--- config.mk ---
export PLATFORM = sky130hd
export DESIGN_NAME = microseq
export DESIGN_NICKNAME = d
export VERILOG_FILES = /design/src/rtl/microseq_pkg.sv /design/src/rtl/useq_store.sv /design/src/rtl/useq_decode.sv /design/src/rtl/useq_next.sv /design/src/rtl/microseq.sv
export SDC_FILE = /design/constraint.sdc
export NUM_CORES = 1
export LEC_CHECK = 0
export ABC_AREA = 1
export BUFFER_PORTS_ARGS = -buffer_cell sky130_fd_sc_hd__buf_2
export CORE_MARGIN = 1.5
export CORE_UTILIZATION = 45
export DETAILED_ROUTE_END_ITERATION = 6
export PLACE_DENSITY = 0.75
export SKIP_LAST_GASP = 1
export SLEW_MARGIN = 20
export SYNTH_ARGS = -nofsm -noshare
export SYNTH_HDL_FRONTEND = slang
export SYNTH_SLANG_ARGS = --single-unit
--- constraint.sdc ---
create_clock -name clk -period 2.24 [get_ports clk]
set_input_delay 0.672 -clock clk [delete_from_list [all_inputs] [get_ports clk]]
set_output_delay 0.672 -clock clk [all_outputs]
set_load 0.02 [all_outputs]
--- src/rtl/microseq_pkg.sv ---
`timescale 1ns/1ps
package microseq_pkg;
    localparam int UPC_W    = 6;
    localparam int CS_DEPTH = 1 << UPC_W;
    localparam int OPC_W    = 4;
    localparam int MODE_W   = 2;
    localparam int FLAG_W   = 4;
    localparam int CND_W    = $clog2(FLAG_W);
    localparam int GRP_W    = 3;
    localparam int GRP_N    = (1 << GRP_W) - 1;
    localparam int MEM_W    = 2;
    localparam int MEM_N    = (1 << MEM_W) - 1;
    localparam int START_SH = UPC_W - OPC_W;

    typedef enum logic [1:0] {
        SQ_INC = 2'd0,
        SQ_JMP = 2'd1,
        SQ_BR  = 2'd2,
        SQ_END = 2'd3
    } seq_e;

    typedef struct packed {
        seq_e              seq;
        logic [CND_W-1:0]  cond;
        logic              orm;
        logic [UPC_W-1:0]  nxt;
        logic [GRP_W-1:0]  alu;
        logic [GRP_W-1:0]  src;
        logic [GRP_W-1:0]  dst;
        logic [MEM_W-1:0]  mem;
    } cw_t;

    function automatic cw_t mk(seq_e s, int c, bit o, int n,
                               int a, int sr, int d, int m);
        cw_t w;
        w.seq  = s;
        w.cond = CND_W'(c);
        w.orm  = o;
        w.nxt  = UPC_W'(n);
        w.alu  = GRP_W'(a);
        w.src  = GRP_W'(sr);
        w.dst  = GRP_W'(d);
        w.mem  = MEM_W'(m);
        return w;
    endfunction

    function automatic cw_t cs_init(int addr);
        cw_t w;
        w = '0;
        case (addr)
            0:  w = mk(SQ_INC, 0, 1'b0, 0, 0, 1, 1, 1);
            1:  w = mk(SQ_INC, 0, 1'b0, 0, 0, 0, 0, 3);
            2:  w = mk(SQ_INC, 0, 1'b1, 0, 0, 2, 2, 0);
            3:  w = mk(SQ_END, 0, 1'b0, 0, 0, 0, 0, 0);
            4:  w = mk(SQ_INC, 0, 1'b0, 0, 0, 3, 3, 0);
            5:  w = mk(SQ_INC, 0, 1'b0, 0, 1, 4, 4, 0);
            6:  w = mk(SQ_END, 0, 1'b0, 0, 0, 5, 5, 0);
            7:  w = mk(SQ_END, 0, 1'b0, 0, 0, 0, 0, 0);
            8:  w = mk(SQ_BR,  0, 1'b0, 12, 0, 0, 0, 0);
            9:  w = mk(SQ_END, 0, 1'b0, 0, 2, 4, 4, 2);
            12: w = mk(SQ_END, 0, 1'b0, 0, 0, 5, 6, 0);
            16: w = mk(SQ_JMP, 0, 1'b1, 20, 0, 0, 0, 0);
            20, 21, 22, 23:
                w = mk(SQ_END, 0, 1'b0, 0, 0, 0, addr - 19, 0);
            default: w = '0;
        endcase
        return w;
    endfunction
endpackage

--- src/rtl/useq_store.sv ---
`timescale 1ns/1ps
module useq_store
    import microseq_pkg::*;
(
    input  logic [UPC_W-1:0] addr,
    output cw_t              word
);
    cw_t rom [CS_DEPTH];

    for (genvar a = 0; a < CS_DEPTH; a++) begin : g_word
        assign rom[a] = cs_init(a);
    end

    assign word = rom[addr];
endmodule

--- src/rtl/useq_decode.sv ---
`timescale 1ns/1ps
module useq_decode #(
    parameter int W = 3
) (
    input  logic [W-1:0]          code,
    output logic [(1<<W)-2:0]     lines
);
    localparam int N = (1 << W) - 1;

    for (genvar i = 0; i < N; i++) begin : g_line
        assign lines[i] = (code == W'(i + 1));
    end
endmodule

--- src/rtl/useq_next.sv ---
`timescale 1ns/1ps
module useq_next
    import microseq_pkg::*;
(
    input  logic [UPC_W-1:0]  upc,
    input  cw_t               word,
    input  logic              instr_load,
    input  logic [OPC_W-1:0]  opcode,
    input  logic [MODE_W-1:0] mode,
    input  logic [FLAG_W-1:0] cond_flags,
    output logic [UPC_W-1:0]  nxt
);
    logic [UPC_W-1:0] or_bits;
    logic [UPC_W-1:0] target;
    logic [UPC_W-1:0] start;
    logic [UPC_W-1:0] step;

    always_comb begin
        or_bits = word.orm ? UPC_W'(mode) : '0;
        target  = word.nxt | or_bits;
        start   = (UPC_W'(opcode) << START_SH) | or_bits;
        step    = UPC_W'(upc + 1'b1);
        nxt     = step;
        if (instr_load) begin
            nxt = start;
        end else begin
            unique case (word.seq)
                SQ_INC: nxt = step;
                SQ_JMP: nxt = target;
                SQ_BR:  nxt = cond_flags[word.cond] ? target : step;
                SQ_END: nxt = '0;
            endcase
        end
    end
endmodule

--- src/rtl/microseq.sv ---
`timescale 1ns/1ps
module microseq
    import microseq_pkg::*;
(
    input  logic              clk,
    input  logic              rst_n,
    input  logic              stall,
    input  logic              instr_load,
    input  logic [OPC_W-1:0]  opcode,
    input  logic [MODE_W-1:0] mode,
    input  logic [FLAG_W-1:0] cond_flags,
    output logic [UPC_W-1:0]  upc,
    output logic [GRP_N-1:0]  alu_op,
    output logic [GRP_N-1:0]  src_oe,
    output logic [GRP_N-1:0]  dst_ld,
    output logic              mem_rd,
    output logic              mem_wr,
    output logic              mem_wait,
    output logic              end_instr
);
    cw_t              cur_word;
    seq_e             cur_seq;
    logic [UPC_W-1:0] upc_q;
    logic [UPC_W-1:0] upc_d;
    logic [MEM_N-1:0] mem_lines;

    useq_store u_store (
        .addr (upc_q),
        .word (cur_word)
    );

    useq_next u_next (
        .upc        (upc_q),
        .word       (cur_word),
        .instr_load (instr_load),
        .opcode     (opcode),
        .mode       (mode),
        .cond_flags (cond_flags),
        .nxt        (upc_d)
    );

    // counter register: the only state of the sequencer
    always_ff @(posedge clk or negedge rst_n) begin
        if (!rst_n) begin
            upc_q <= '0;
        end else if (!stall) begin
            upc_q <= upc_d;
        end
    end

    useq_decode #(.W(GRP_W)) u_dec_alu (.code(cur_word.alu), .lines(alu_op));
    useq_decode #(.W(GRP_W)) u_dec_src (.code(cur_word.src), .lines(src_oe));
    useq_decode #(.W(GRP_W)) u_dec_dst (.code(cur_word.dst), .lines(dst_ld));
    useq_decode #(.W(MEM_W)) u_dec_mem (.code(cur_word.mem), .lines(mem_lines));

    // outputs
    always_comb begin
        cur_seq   = cur_word.seq;
        upc       = upc_q;
        mem_rd    = mem_lines[0];
        mem_wr    = mem_lines[1];
        mem_wait  = mem_lines[2];
        end_instr = 1'b0;
        unique case (cur_seq)
            SQ_INC, SQ_JMP, SQ_BR: end_instr = 1'b0;
            SQ_END:                end_instr = 1'b1;
        endcase
    end
endmodule

After elaboration in Yosys (flattened, before gate mapping):

Memory sizes are Yosys's and may differ from the RTL's.
Cells that the tools add are included.

* logic and storage cells: 46
* register bits after elaboration: 6
* memories kept: 1
* memory bits (read-only): 1408
* output and inout port bits: 31
* input bits: 14

* order comparisons: 2
* multiplexer cells: 9
* equality and inequality tests: 27
* bitwise logic cells: 3
* add/sub/neg operators: 1
* reductions and logical operators: 2

Memory list
* (no name shown): words 64, width 22, rd ports 1, clocked after memory_dff 0, wr ports 0, RTL line useq_store.sv:14 `assign word = rom[addr];`

Operator list (number)
* 22-bit 2-to-1 mux: 2
* 3-bit == test, second input constant: 12
* 6-bit case mux with 4 select lines: 1
* 3-bit by 2-bit == test with 1-bit output, second input constant: 6
* 6-bit 2-to-1 mux: 2
* 6-bit bitwise OR: 2
* 3-bit by 1-bit == test with 1-bit output, second input constant: 3
* 2-bit == test, second input constant: 4
* 7-bit greater-or-equal comparator, second input constant: 1
* 6-bit inverter with 7-bit output: 1
* 6-bit by 1-bit adder with 6-bit output, second input constant: 1
* 2-bit by 1-bit == test with 1-bit output, second input constant: 2
* 2-bit by 3-bit < comparator with 1-bit output, second input constant: 1
* 3-bit OR reduction: 1
* 1-bit binary-select mux with 2-bit select: 1
* 2-bit zero test: 1
* 2-bit 2-to-1 mux: 1
* 1-bit case mux with 2 select lines: 1
* 1-bit 2-to-1 mux: 1

Depth between registers and ports, before layout:

* depth after elaboration: 9
* gate-level depth with buffers: 14
* gate-level depth less buffers: 14

Hierarchy:

Synthesis repeated with hierarchy kept, for this count alone.

* cell total of the unflattened synthesis: 226
* area total of the unflattened synthesis: 1198.6 um^2

By module, submodules not included
* useq_next: seq. area each 0.0 um^2, times used 1, cells an instance 80, area each 404.1 um^2
* useq_store: seq. area each 0.0 um^2, times used 1, cells an instance 71, area each 385.4 um^2
* microseq: seq. area each 150.1 um^2, times used 1, cells an instance 27, area each 229.0 um^2
* useq_decode at u_dec_alu ...: seq. area each 0.0 um^2, times used 3, cells an instance 14, area each 52.6 um^2
* useq_decode at u_dec_mem: seq. area each 0.0 um^2, times used 1, cells an instance 6, area each 22.5 um^2

Least setup slack after synthesis:

OpenSTA, ideal clock, no wires.

* path kind: register to output
* start: reg upc_q[0] (netlist: upc[0])
* end: out dst_ld[3]
* stages on the path, launching flop included: 9
* setup slack: -0.326 ns
* arrival: 1.894 ns
* data required time: 1.568 ns
* path buffers: 0
* cell sequence: dfrtp_1 > inv_1 > ha_1 > inv_1 > o21ai_0 > nand3_1 > inv_2 > a31oi_4 > nor3_1

* cells in the longest elaborated chain, start to end: 5

Ends and longest elaborated chain
* start: declaration: RTL line microseq.sv:23 `logic [UPC_W-1:0] upc_q;`
* start signal: assignment: RTL line microseq.sv:47 `upc_q <= upc_d;`
* 6-bit inverter with 7-bit output (implied by the code): RTL line useq_store.sv:14
* memory 64 x 22 bit
* 22-bit 2-to-1 mux (implied by the code) (2 in a row): RTL line useq_store.sv:14
* 3-bit == test: RTL line useq_decode.sv:11 `assign lines[i] = (code == W'(i + 1));`
* end: declaration: RTL line microseq.sv:15 `output logic [GRP_N-1:0] dst_ld,`

Every way passes these cells. The select of a mux whose other input is x is not followed.

Worst setup path after layout:

* start: reg upc_q[1] (netlist: upc[1])
* end: out dst_ld[3]

Same word-level chain as after synthesis.

==> results.toml <==
[outcome]
status = "complete, but fails checks"
violations = "negative setup slack"

[timing]
fmax_mhz = 398
setup_viol_count_final = 15
finalCriticalPeriod_ns = 2.51
setup_slack_ns = -0.271
clock_skew_ns = 0.00685
fin_setup_tns_ns = -3.02
rsz0062_at_grt = "true"
post-route-period-util_pct = 112
slew_viol_final = 0
hold_viol = 0

[cts]
cts_tree = "yes"
postCtsHoldBufs = 0
clockRootBuffer = "clkbuf_4"
path_clk_slew_ns = 0.05
clock_sinks = 6
htreeDepth = 1
numCtsBuffers = 3
worst_skew_pair.late_latency_ns = 0.24
cts_max_path_buffers = 2

[drt]
wire_per_inst_um = 11.6
via_per_inst = 4.98
detail-route-antenna-nets = 0
dr.pass1.iters = 4
drc = 0
routed_wl_mm = 3.37
drt_iter0_drc = 36
vias = 1450

[yosys]
synthCells = 193
synth_area_um2 = 1070
postSynthAreaPerCell_um2 = 5.56
ys_types = 30
yosys_register_bits = 6
ys_seq_area_share_pct = 14.0
ys_warn_count = 0

[floorplan]
dieArea_um2 = 2690
io_pins = 45
die_width_um = 51.8
initial_utilization_pct = 48.1
die_y_um = 51.8
coreArea_um2 = 2230
rows = 17

[grt]
grt_max_degree = 13
global_route.overflow_total = 0
antenna_found_initial = 0
grt_pass1_vias = 1249
grt_first_pass_wirelength_mm = 5.24
grt_usage_pct = 25.8

[power_and_ir_drop]
share_comb_of_total_power_pct = 75.7
p_clk_share_pct = 9.3
p_sw_share_pct = 49.7
p_switching_uw = 559
peakVddDrop_mv = 0.575
static-leakage-power_uw = 0.000968
p_per_area_nw_per_um2 = 631
seqPwrFrac_pct = 15.0
intPower_uw = 565

[critical_path]
worstPathMaxFanout = 3
cp_cell_sequence = "buf_6 -> ha_2 -> inv_2 -> nor2_2 -> nand2_1 -> nand3_1 -> nand2_2 -> inv_2 -> buf_4 -> nor3_4 -> buf_6"
slowest_stage = "dfrtp_2"
critPathTopFamily = "buffers and inverters"
critical_path_arrival_ns = 1.84
crit_path_max_incr_delay_ns = 0.43
path_class = "reg2out"
start_kind = "register"
rrSetupSlack_ns = 0.26
path_buf_inv = 5
cp-end-kind = "primary output"
worst_ep_required_time_ns = 1.57

[placed_design]
io_buffers = 35
placed_area_um2 = 1500
post-dp-hpwl_mm = 2.50
gp_congestion = 0.887

[finish]
layout_commonest_cell = "nand2_1"
fin_nets = 283
drive_above_1_share_pct = 51.0
post-route-cell-area_um2 = 1780
largest_reg_flops = 6
n_antenna_cell = 0
layout_common_cells = "43 x nand2_1, 40 x buf_4, 23 x nor2_1"
final-seq-area_um2 = 154
fill_cells = 186
multi_input_area_um2 = 930
area_growth_pct = 65.9

[min_path]
hp-class = "in2async"

[run]
drv_cap = 0
==> kinds of logic after synthesis <==
| kind of cell | synth area share (%) |
|---|---|
| AND/OR/NAND/NOR | 50.0 |
| buffers and inverters | 17.2 |
| AO/OA/AOI/OAI | 11.8 |
| flip-flops | 14.0 |
| adder cells (fa/ha/maj) | 5.83 |
| XOR/XNOR | 0.816 |
| other | 0.349 |
==> per-layer routing <==
metal  share of wire [%]  track usage (%)  vias to the layer above
li1                    -                -                      741
met1                  38             28.9                      638
met2                  55             49.6                       59
met3                 4.2             2.01                       12
met4                 2.6             10.1                        0
met5                   0                0                        -
==> area by class of cell <==
type | instances | share of cell area, %
clock buffer | 4 | 1.48
inverter | 29 | 6.96
multi-input combinational | 153 | 52.2
sequential | 6 | 8.64
tap | 28 | 1.97
timing repair buffer | 71 | 28.7
==> Yosys cell counts <==
| cell type | instances | area share, % |
|---|---|---|
| buf_4 | 7 | 4.9 |
| nand3_1 | 18 | 8.4 |
| nand2_1 | 52 | 18 |
| nor2_4 | 1 | 1.0 |
| inv_1 | 17 | 5.9 |
| nor3_1 | 3 | 1.4 |
| buf_6 | 1 | 1.0 |
| clkbuf_1 | 1 | 0.35 |
| or2_2 | 1 | 0.58 |
| xor2_1 | 1 | 0.82 |
| conb_1 | 1 | 0.35 |
| nor2_1 | 29 | 10 |
| a21boi_1 | 1 | 0.70 |
| a31oi_4 | 1 | 2.0 |
| nand3b_1 | 1 | 0.70 |
| buf_1 | 1 | 0.35 |
| inv_6 | 1 | 0.82 |
| dfrtp_1 | 6 | 14 |
| clkinv_1 | 1 | 0.35 |
| a21oi_1 | 6 | 2.8 |
| nor2_2 | 1 | 0.58 |
| a22oi_1 | 1 | 0.70 |
| o21ai_0 | 6 | 2.8 |
| nand3_2 | 1 | 0.93 |
| ha_1 | 5 | 5.8 |
| nand2_2 | 7 | 4.1 |
| inv_2 | 10 | 3.5 |
| o21ai_1 | 6 | 2.8 |
| nand4_1 | 5 | 2.9 |
| nand2_4 | 1 | 1.0 |
==> power groups by stage <==
stage / logic, uW / registers, uW / clock network [uW]
floorplan: 430 / 178 / 0
global placement: 676 / 165 / 0
detailed placement: 688 / 165 / 0
CTS: 788 / 165 / 108
global route: 924 / 172 / 117
finish: 851 / 168 / 105
==> final timing paths <==
kind                              from         to  cells past startpoint
worst min register to register  upc[4]     upc[4]                      2
worst max-delay path            upc[1]  dst_ld[3]                     11
max in group asynchronous        rst_n     upc[0]                      1
worst max register to register  upc[0]     upc[3]                     15
worst min-delay path             rst_n     upc[3]                      1
min in group clk                upc[4]     upc[4]                      2
==> what timing repair did <==
action / CTS / global route
gates resized for setup: 39 / 21
endpoints found under the setup margin: 14 / 17
setup buffers: 7 / 1
pin swaps: 10 / 7
==> stage by stage <==
stage / power [uW] / setup WS (ns) / utilization [%] / hold slack [ns] / cells
6_report: 1120 / -0.271 / 79.7 / 0.236 / 291
5_1_grt: 1210 / -0.349 / 79.7 / 0.235 / 291
4_1_cts: 1060 / -0.274 / 75.9 / 0.234 / 290
3_5_place_dp: 854 / -0.0712 / 67.0 / 0.496 / 279
3_3_place_gp: 842 / -0.0411 / 67.0 / 0.497 / 279
2_1_floorplan: 608 / -0.000537 / - / 0.376 / 198
Power figures use the tool's default switching activity.
